### config.mk
export PLATFORM = sky130hd
export DESIGN_NAME = dma_burst_arbiter
export DESIGN_NICKNAME = d
export VERILOG_FILES = /design/src/rtl/dma_arb_pkg.sv /design/src/rtl/dma_burst_decode.sv /design/src/rtl/dma_level_req.sv /design/src/rtl/dma_beat_counter.sv /design/src/rtl/dma_burst_arbiter.sv
export SDC_FILE = /design/constraint.sdc
export NUM_CORES = 1
export LEC_CHECK = 0
export ABC_AREA = 1
export BUFFER_PORTS_ARGS = -buffer_cell sky130_fd_sc_hd__buf_2
export CELL_PAD_IN_SITES_DETAIL_PLACEMENT = 1
export CELL_PAD_IN_SITES_GLOBAL_PLACEMENT = 2
export CORE_UTILIZATION = 31
export CTS_CLUSTER_SIZE = 10
export DETAILED_ROUTE_END_ITERATION = 7
export HOLD_SLACK_MARGIN = 0.06
export PLACE_DENSITY_LB_ADDON = 0.2
export SETUP_SLACK_MARGIN = 0.5
export SYNTH_ARGS = -nofsm -noshare
export SYNTH_HDL_FRONTEND = slang
export SYNTH_SLANG_ARGS = --single-unit
### constraint.sdc
create_clock -name clk -period 5.6 [get_ports clk]
set_clock_uncertainty 0.05 [all_clocks]
set_input_delay 1.12 -clock clk [delete_from_list [all_inputs] [get_ports clk]]
set_output_delay 1.12 -clock clk [all_outputs]
set_load 0.02 [all_outputs]
### src/rtl/dma_arb_pkg.sv
package dma_arb_pkg;
    typedef enum logic [1:0] {
        ST_IDLE     = 2'd0,
        ST_RX_BURST = 2'd1,
        ST_TX_BURST = 2'd2
    } arb_state_t;
endpackage

### src/rtl/dma_burst_decode.sv
module dma_burst_decode #(
    parameter int CODE_W = 3,
    parameter int BEAT_W = 5
) (
    input  logic [CODE_W-1:0] code,
    output logic [BEAT_W-1:0] beats
);
    logic unused_high;
    assign unused_high = ^code[CODE_W-1:2];

    always_comb begin
        beats = BEAT_W'(2) << code[1:0];
    end


    always_comb begin
        decode_range_chk: assert (beats >= BEAT_W'(2) && beats <= BEAT_W'(16));
    end
endmodule

### src/rtl/dma_level_req.sv
module dma_level_req #(
    parameter int LVL_W  = 8,
    parameter int BEAT_W = 5
) (
    input  logic [LVL_W-1:0]  level,
    input  logic [BEAT_W-1:0] beats,
    output logic              req
);
    always_comb begin
        req = (level >= LVL_W'(beats));
    end
endmodule

### src/rtl/dma_beat_counter.sv
module dma_beat_counter #(
    parameter int BEAT_W     = 5,
    parameter int RESET_LEN  = 16
) (
    input  logic              clk,
    input  logic              rst_n,
    input  logic              start,
    input  logic [BEAT_W-1:0] beats_in,
    input  logic              active,
    input  logic              ack,
    output logic              last_beat
);
    logic [BEAT_W-1:0] len_q;
    logic [BEAT_W-1:0] cnt_q;

    always_ff @(posedge clk or negedge rst_n) begin
        if (!rst_n) begin
            len_q <= BEAT_W'(RESET_LEN);
            cnt_q <= '0;
        end else if (start) begin
            len_q <= beats_in;
            cnt_q <= '0;
        end else if (active && ack) begin
            cnt_q <= cnt_q + BEAT_W'(1);
        end
    end

    always_comb begin
        last_beat = active && ack && (cnt_q == len_q - BEAT_W'(1));
    end


    cnt_bound_chk: assert property (@(posedge clk) disable iff (!rst_n)
        active |-> (cnt_q < len_q));


    len_hold_chk: assert property (@(posedge clk) disable iff (!rst_n)
        (active && !start) |=> (start || $stable(len_q)));
endmodule

### src/rtl/dma_burst_arbiter.sv
module dma_burst_arbiter
    import dma_arb_pkg::*;
#(
    parameter int CODE_W   = 3,
    parameter int FIFO_DEP = 128,
    parameter int MAX_BEAT = 16
) (
    input  logic                         clk,
    input  logic                         rst_n,
    input  logic [CODE_W-1:0]            burst_len,
    input  logic                         rr_mode,
    input  logic [$clog2(FIFO_DEP+1)-1:0] tx_free,
    input  logic [$clog2(FIFO_DEP+1)-1:0] rx_fill,
    input  logic                         beat_ack,
    output logic                         grant_rx,
    output logic                         grant_tx,
    output logic                         burst_active,
    output logic                         burst_done
);
    localparam int LVL_W  = $clog2(FIFO_DEP + 1);
    localparam int BEAT_W = $clog2(MAX_BEAT + 1);

    arb_state_t state_q, state_d;
    logic [BEAT_W-1:0] beats;
    logic tx_req, rx_req;
    logic last_tx_q;
    logic start;
    logic last_beat;

    dma_burst_decode #(.CODE_W(CODE_W), .BEAT_W(BEAT_W)) u_decode (
        .code  (burst_len),
        .beats (beats)
    );

    dma_level_req #(.LVL_W(LVL_W), .BEAT_W(BEAT_W)) u_tx_req (
        .level (tx_free),
        .beats (beats),
        .req   (tx_req)
    );

    dma_level_req #(.LVL_W(LVL_W), .BEAT_W(BEAT_W)) u_rx_req (
        .level (rx_fill),
        .beats (beats),
        .req   (rx_req)
    );

    dma_beat_counter #(.BEAT_W(BEAT_W), .RESET_LEN(MAX_BEAT)) u_count (
        .clk       (clk),
        .rst_n     (rst_n),
        .start     (start),
        .beats_in  (beats),
        .active    (burst_active),
        .ack       (beat_ack),
        .last_beat (last_beat)
    );

    always_ff @(posedge clk or negedge rst_n) begin
        if (!rst_n) begin
            state_q   <= ST_IDLE;
            last_tx_q <= 1'b1;
        end else begin
            state_q <= state_d;
            if (state_d == ST_TX_BURST && state_q == ST_IDLE) begin
                last_tx_q <= 1'b1;
            end else if (state_d == ST_RX_BURST && state_q == ST_IDLE) begin
                last_tx_q <= 1'b0;
            end
        end
    end

    always_comb begin
        state_d = state_q;
        unique case (state_q)
            ST_IDLE: begin
                if (rx_req && tx_req) begin
                    if (rr_mode && !last_tx_q) begin
                        state_d = ST_TX_BURST;
                    end else begin
                        state_d = ST_RX_BURST;
                    end
                end else if (rx_req) begin
                    state_d = ST_RX_BURST;
                end else if (tx_req) begin
                    state_d = ST_TX_BURST;
                end
            end
            ST_RX_BURST, ST_TX_BURST: begin
                if (last_beat) begin
                    state_d = ST_IDLE;
                end
            end
            default: state_d = ST_IDLE;
        endcase
    end

    always_comb begin
        grant_rx     = (state_q == ST_RX_BURST);
        grant_tx     = (state_q == ST_TX_BURST);
        burst_active = grant_rx || grant_tx;
        burst_done   = last_beat;
        start        = (state_q == ST_IDLE) && (state_d != ST_IDLE);
    end


    grant_onehot_chk: assert property (@(posedge clk) disable iff (!rst_n)
        $onehot0({grant_rx, grant_tx}));


    rx_priority_chk: assert property (@(posedge clk) disable iff (!rst_n)
        (!burst_active && !rr_mode && rx_req) |=> grant_rx);


    rr_turn_chk: assert property (@(posedge clk) disable iff (!rst_n)
        (!burst_active && rr_mode && rx_req && tx_req && last_tx_q) |=> grant_rx);


    tx_need_space_chk: assert property (@(posedge clk) disable iff (!rst_n)
        $rose(grant_tx) |-> $past(tx_req));


    rx_need_data_chk: assert property (@(posedge clk) disable iff (!rst_n)
        $rose(grant_rx) |-> $past(rx_req));


    grant_hold_chk: assert property (@(posedge clk) disable iff (!rst_n)
        (burst_active && !burst_done) |=> (burst_active && $stable(grant_tx)));


    idle_gap_chk: assert property (@(posedge clk) disable iff (!rst_n)
        burst_done |=> !burst_active);


    done_only_active_chk: assert property (@(posedge clk) disable iff (!rst_n)
        burst_done |-> burst_active);
endmodule

## Yosys cells after proc, flatten, opt, wreduce, memory -nomap -nowiden

Index checks and enable logic that the tools add are counted.

- Bits in registers: 13
- Word-level logic and storage cells: 38

- Add/sub/neg operators: 2
- Order comparisons: 2
- Equal/unequal tests: 5
- Shift operators: 1
- Muxes and demuxes: 10
- Reduce and logical (&&, ||, !) cells: 14

Operators by type and width:

| operator | count |
|---|---|
| greater-or-equal comparator 8 x 5 -> 1 bit | 2 |
| 2-to-1 mux 2 bit | 5 |
| 2-to-1 mux 5 bit | 2 |
| logical AND 1 bit | 7 |
| nonzero test 2 bit | 3 |
| adder 5 x 1 -> 5 bit, second input constant | 1 |
| == test 5 bit | 1 |
| left shift 2 x 2 -> 5 bit, first input constant | 1 |
| subtractor 5 x 1 -> 5 bit, second input constant | 1 |
| == test 2 x 1 -> 1 bit, second input constant | 2 |
| == test 2 bit, second input constant | 2 |
| one-hot mux 2 bit (2 select lines) | 1 |
| zero test 2 bit | 1 |
| 2-to-1 mux 1 bit | 2 |
| OR reduction 2 bit | 1 |
| zero test 1 bit | 1 |
| logical OR 1 bit | 1 |

## Depth between registers and ports, before layout

- Depth after elaboration: 10
- Depth in mapped cells: 17
- Mapped depth without buffers: 17

## Hierarchy

Synthesis repeated with hierarchy kept, for this count alone.

- Cells, all modules: 198
- Area total of the unflattened synthesis: 1263.7 sq um

Modules (own cells, without submodules):

| module | instances | cells each | area an instance (sq um) | sequential area each (sq um) |
|---|---|---|---|---|
| dma_beat_counter | 1 | 93 | 618.1 | 251.5 |
| dma_level_req | 2 | 29 | 165.2 | 0.0 |
| dma_burst_arbiter | 1 | 38 | 277.8 | 76.3 |
| dma_burst_decode | 1 | 9 | 37.5 | 0.0 |

## Worst setup path after synthesis

Ideal clock, no wire load.

- Path type: in2out
- Start: in beat_ack
- End: out burst_done
- Arrival: 1.747 ns
- Required time: 4.430 ns
- Path slack: 2.683 ns
- Cell stages on the path: 6
- Cell sequence: nand2_2 nor2_2 nand3_1 nor2_2 nand2_1 inv_1

- Word-level cells in the longest chain between the ends: 2

Ends and longest elaborated chain:

| what | line | source |
|---|---|---|
| start: declaration | dma_burst_arbiter.sv:14 | `input logic beat_ack,` |
| logical AND 1 bit (2 in series) | dma_beat_counter.sv:29 | `last_beat = active && ack && (cnt_q == len_q - BEAT_W'(1));` |
| end: declaration | dma_burst_arbiter.sv:18 | `output logic burst_done` |

No other way between the ends.

## Worst setup path after layout

- Start: reg state_q[0]
- End: out burst_done

- Word-level cells in the longest chain between the ends: 4

Ends and longest elaborated chain:

| what | line | source |
|---|---|---|
| start: declaration | dma_burst_arbiter.sv:23 | `arb_state_t state_q, state_d;` |
| start signal: assignment | dma_burst_arbiter.sv:62 | `state_q <= state_d;` |
| == test 2 x 1 -> 1 bit or == test 2 bit (tied branches) | dma_burst_arbiter.sv:97, dma_burst_arbiter.sv:98 |  |
| logical OR 1 bit * | dma_burst_arbiter.sv:99 | `burst_active = grant_rx \|\| grant_tx;` |
| logical AND 1 bit * (2 in series) | dma_beat_counter.sv:29 |  |

Mark *: on every way between the ends. The rest lies on a longest branch, timed or not.

==> impl_metrics.env <==
export IMPL_ys_top_cells_by_count="nand2_1, inv_1, nand3_1"
export IMPL_cts_buffers=3
export IMPL_place_gp_congestion=0.726
export IMPL_clock_path_buffers=2
export IMPL_post_cts_buffers=0
export IMPL_max_freq_mhz=311
export IMPL_grt_max_degree=13
export IMPL_ys_ff_latch=12
export IMPL_layout_cells_non_filler=234
export IMPL_clock_root_buffer="clkbuf_4"
export IMPL_crit_slowest_cell="dfrtp_1"
export IMPL_clock_latency_ns=0.27
export IMPL_hold_path_end="last_tx_q"
export IMPL_rr_endpoint="u_count.len_q[1]"
export IMPL_avgSynthCellArea_um2=7.14
export IMPL_synth_nets=196
export IMPL_die_area_um2=3910
export IMPL_power_density_nw_per_um2=396
export IMPL_synth_edf_count=0
export IMPL_synth_top_flop_cell="dfrtp_1"
export IMPL_first_pass_iters=4
export IMPL_tightest_slew_ns=0.314
export IMPL_cts_tree="done"
export IMPL_die_h_um=62.5
export IMPL_finalCritPeriodShare_pct=57.5
export IMPL_worst_path_max_fanout=5
export IMPL_setup_viol=0
export IMPL_initial_utilization_pct=33.2
export IMPL_cp_end_kind="primary output"
export IMPL_final_max_slew_viol_count=0
export IMPL_r2r_start="state_q[0]"
export IMPL_ctsHoldBuffers=0
export IMPL_yosys_warnings=0
export IMPL_tns_ns=0
export IMPL_crit_family="simple AND/OR/NAND/NOR gates"
export IMPL_yosys_area_share_simple_pct=34.6
export IMPL_synth_cell_type_count=22
export IMPL_initialDrtViolationCount=31
export IMPL_yosys_area_top_type="dfrtp_1"
export IMPL_path_class="reg -> out"
export IMPL_hold_start="last_tx_q"
export IMPL_drive_gt1_share_pct=23.9
export IMPL_syn_inst=159
export IMPL_antenna_found_initial=0
export IMPL_synth_adder_area_share_pct=15.4
export IMPL_hold_viol_final=0
export IMPL_path_buf_inv=3
export IMPL_hp_class="reg -> reg"
export IMPL_vias_per_cell=4.50
export IMPL_rsz0062_at_grt="false"
export IMPL_num_rows=21
export IMPL_outcome="complete, no violations"
export IMPL_ys_seq_area_share_pct=26.7
export IMPL_grt_pass1_wl_um=4830
export IMPL_coreArea_um2=3420
export IMPL_final_net_count=226
export IMPL_power_uw=537
export IMPL_cts_sink_count=12
export IMPL_synth_xor_area_share_pct=6.95
export IMPL_worstPathRequired_ns=4.43
export IMPL_clk_pin_slew_ns=0.08
export IMPL_die_w_um=62.5
export IMPL_min_period_ns=3.22
export IMPL_grtUsageTotal_pct=15.4
export IMPL_htree_levels=1
export IMPL_place_hpwl_um=2330
export IMPL_r2r_slack_ns=3.41
export IMPL_syn_to_final_growth_pct=19.3
export IMPL_synth_area_mux_share_pct=0
export IMPL_synth_top_area_share_pct=22.1
export IMPL_vias=1054
export IMPL_max_slew_margin_pct=78.9
export IMPL_worstPathCellList="inv_1 -> ha_1 -> nand2_2 -> nor2_2 -> nand3_1 -> nor2_2 -> nand2_1 -> inv_1 -> buf_2"
export IMPL_async_flop_share_pct=100
export IMPL_cts_resized=0
export IMPL_dpl_cell_count=230
export IMPL_synthMostInstantiatedCell="nand2_1"
export IMPL_synth_compound_area_share_pct=5.07
export IMPL_synth_area_leaders="dfrtp_1, ha_1, nand2_1"
export IMPL_critical_path_arrival_ns=2.05
export IMPL_ios=27
export IMPL_synth_top_family_by_area="simple AND/OR/NAND/NOR gates"
export IMPL_antenna_cells=0
export IMPL_maxCapViolations=0
export IMPL_avgRoutedWirePerCell_um=11.4
export IMPL_port_buffers=25
export IMPL_grt_overflow=0
export IMPL_final_antenna_net_count=0
export IMPL_cpPeakStageDelay_ns=0.45
export IMPL_nFillCells=463
export IMPL_routed_wl_um=2680
export IMPL_whs_path_depth=2
export IMPL_p_leak_uw=0.000774
export IMPL_remaining_drc_errors=0
export IMPL_ir_drop_uv=171
export IMPL_startpoint_type="flop"
export IMPL_reg2reg_depth=13
export IMPL_syn_area_um2=1130
export IMPL_grt_pass1_vias=1140
==> stage by stage <==
stage | cell area [µm²] | setup slack (ns) | hold WS (ns) | utilization (%)
global placement | 1320 | 2.46 | 0.418 | 38.6
CTS | 1350 | 2.34 | 0.434 | 39.6
floorplan | 1130 | 2.68 | 0.403 | -
global route | 1350 | 2.17 | 0.453 | 39.6
finish | 1350 | 2.38 | 0.429 | 39.6
detailed placement | 1320 | 2.42 | 0.420 | 38.6
==> routing by layer <==
metal  part of all wire, %  global-route usage (%)  vias to the layer above
met1                    45                    18.6                      486
li1                      -                       -                      549
met2                    51                    27.6                       17
met3                   3.2                    3.65                        2
met4                  0.45                    2.62                        0
met5                     0                       0                        -
==> flip-flops by register name (all words and copies together), names as in the netlist <==
name	flops
last_tx_q	1
u_count.len_q	4
u_count.cnt_q	5
state_q	2
==> worst max path at each step <==
| stage | start | end | slack [ns] | cells after the start |
|---|---|---|---|---|
| 2_1_floorplan | beat_ack | burst_done | 2.68 | 6 |
| 3_3_place_gp | beat_ack | burst_done | 2.46 | 8 |
| 3_5_place_dp | beat_ack | burst_done | 2.42 | 8 |
| 4_1_cts | state_q[0] | burst_done | 2.34 | 9 |
| 5_1_grt | state_q[0] | burst_done | 2.17 | 9 |
| 6_report | state_q[0] | burst_done | 2.38 | 9 |
==> area by class of cell <==
type / instances / area [µm²] / area share [%]
timing repair buffer: 25 / 125 / 9.24
multi-input combinational: 113 / 704 / 52.0
inverter: 34 / 128 / 9.43
tap: 46 / 57.6 / 4.25
clock buffer: 4 / 36.3 / 2.68
sequential: 12 / 303 / 22.4
==> worst reg2reg max path, cell delays in order (launching register included) <==
cell	delay [ns]
dfrtp_1	0.45
inv_1	0.09
ha_1	0.40
nand2_2	0.13
nor2_2	0.12
nand3_1	0.10
nor2_2	0.17
a21oi_2	0.08
inv_1	0.07
nand2_2	0.07
nand3_4	0.11
o21ai_4	0.12
nand2_1	0.08
nand2_1	0.04
==> cell families after synthesis <==
| kind of cell | after synthesis |
|---|---|
| AO/OA/AOI/OAI | 8 |
| XOR/XNOR | 9 |
| AND/OR/NAND/NOR | 82 |
| flip-flops | 12 |
| buffers and inverters | 34 |
| adder cells (fa/ha/maj) | 14 |
==> power by group <==
| part | switching [µW] | internal [µW] |
|---|---|---|
| clock network | 30.8 | 39.5 |
| logic | 204 | 115 |
| registers | 29.1 | 119 |
| total | 264 | 273 |
==> placed cells by master (no fill, tap or decap) <==
master / n
nand2_4: 2
dfstp_2: 2
a21oi_2: 1
xnor2_1: 2
nor2_2: 3
buf_2: 25
nand3_1: 15
ha_1: 14
nand3_2: 2
nor3_1: 4
dfrtp_1: 10
nor2_1: 13
a21oi_1: 4
nand2_2: 3
nand4_1: 2
xor2_1: 7
o21bai_1: 1
o21ai_0: 1
inv_2: 1
inv_1: 33
nand2_1: 37
clkbuf_8: 1
nand3_4: 1
o21ai_4: 1
clkbuf_4: 3
(Power assumes the default switching activity.)
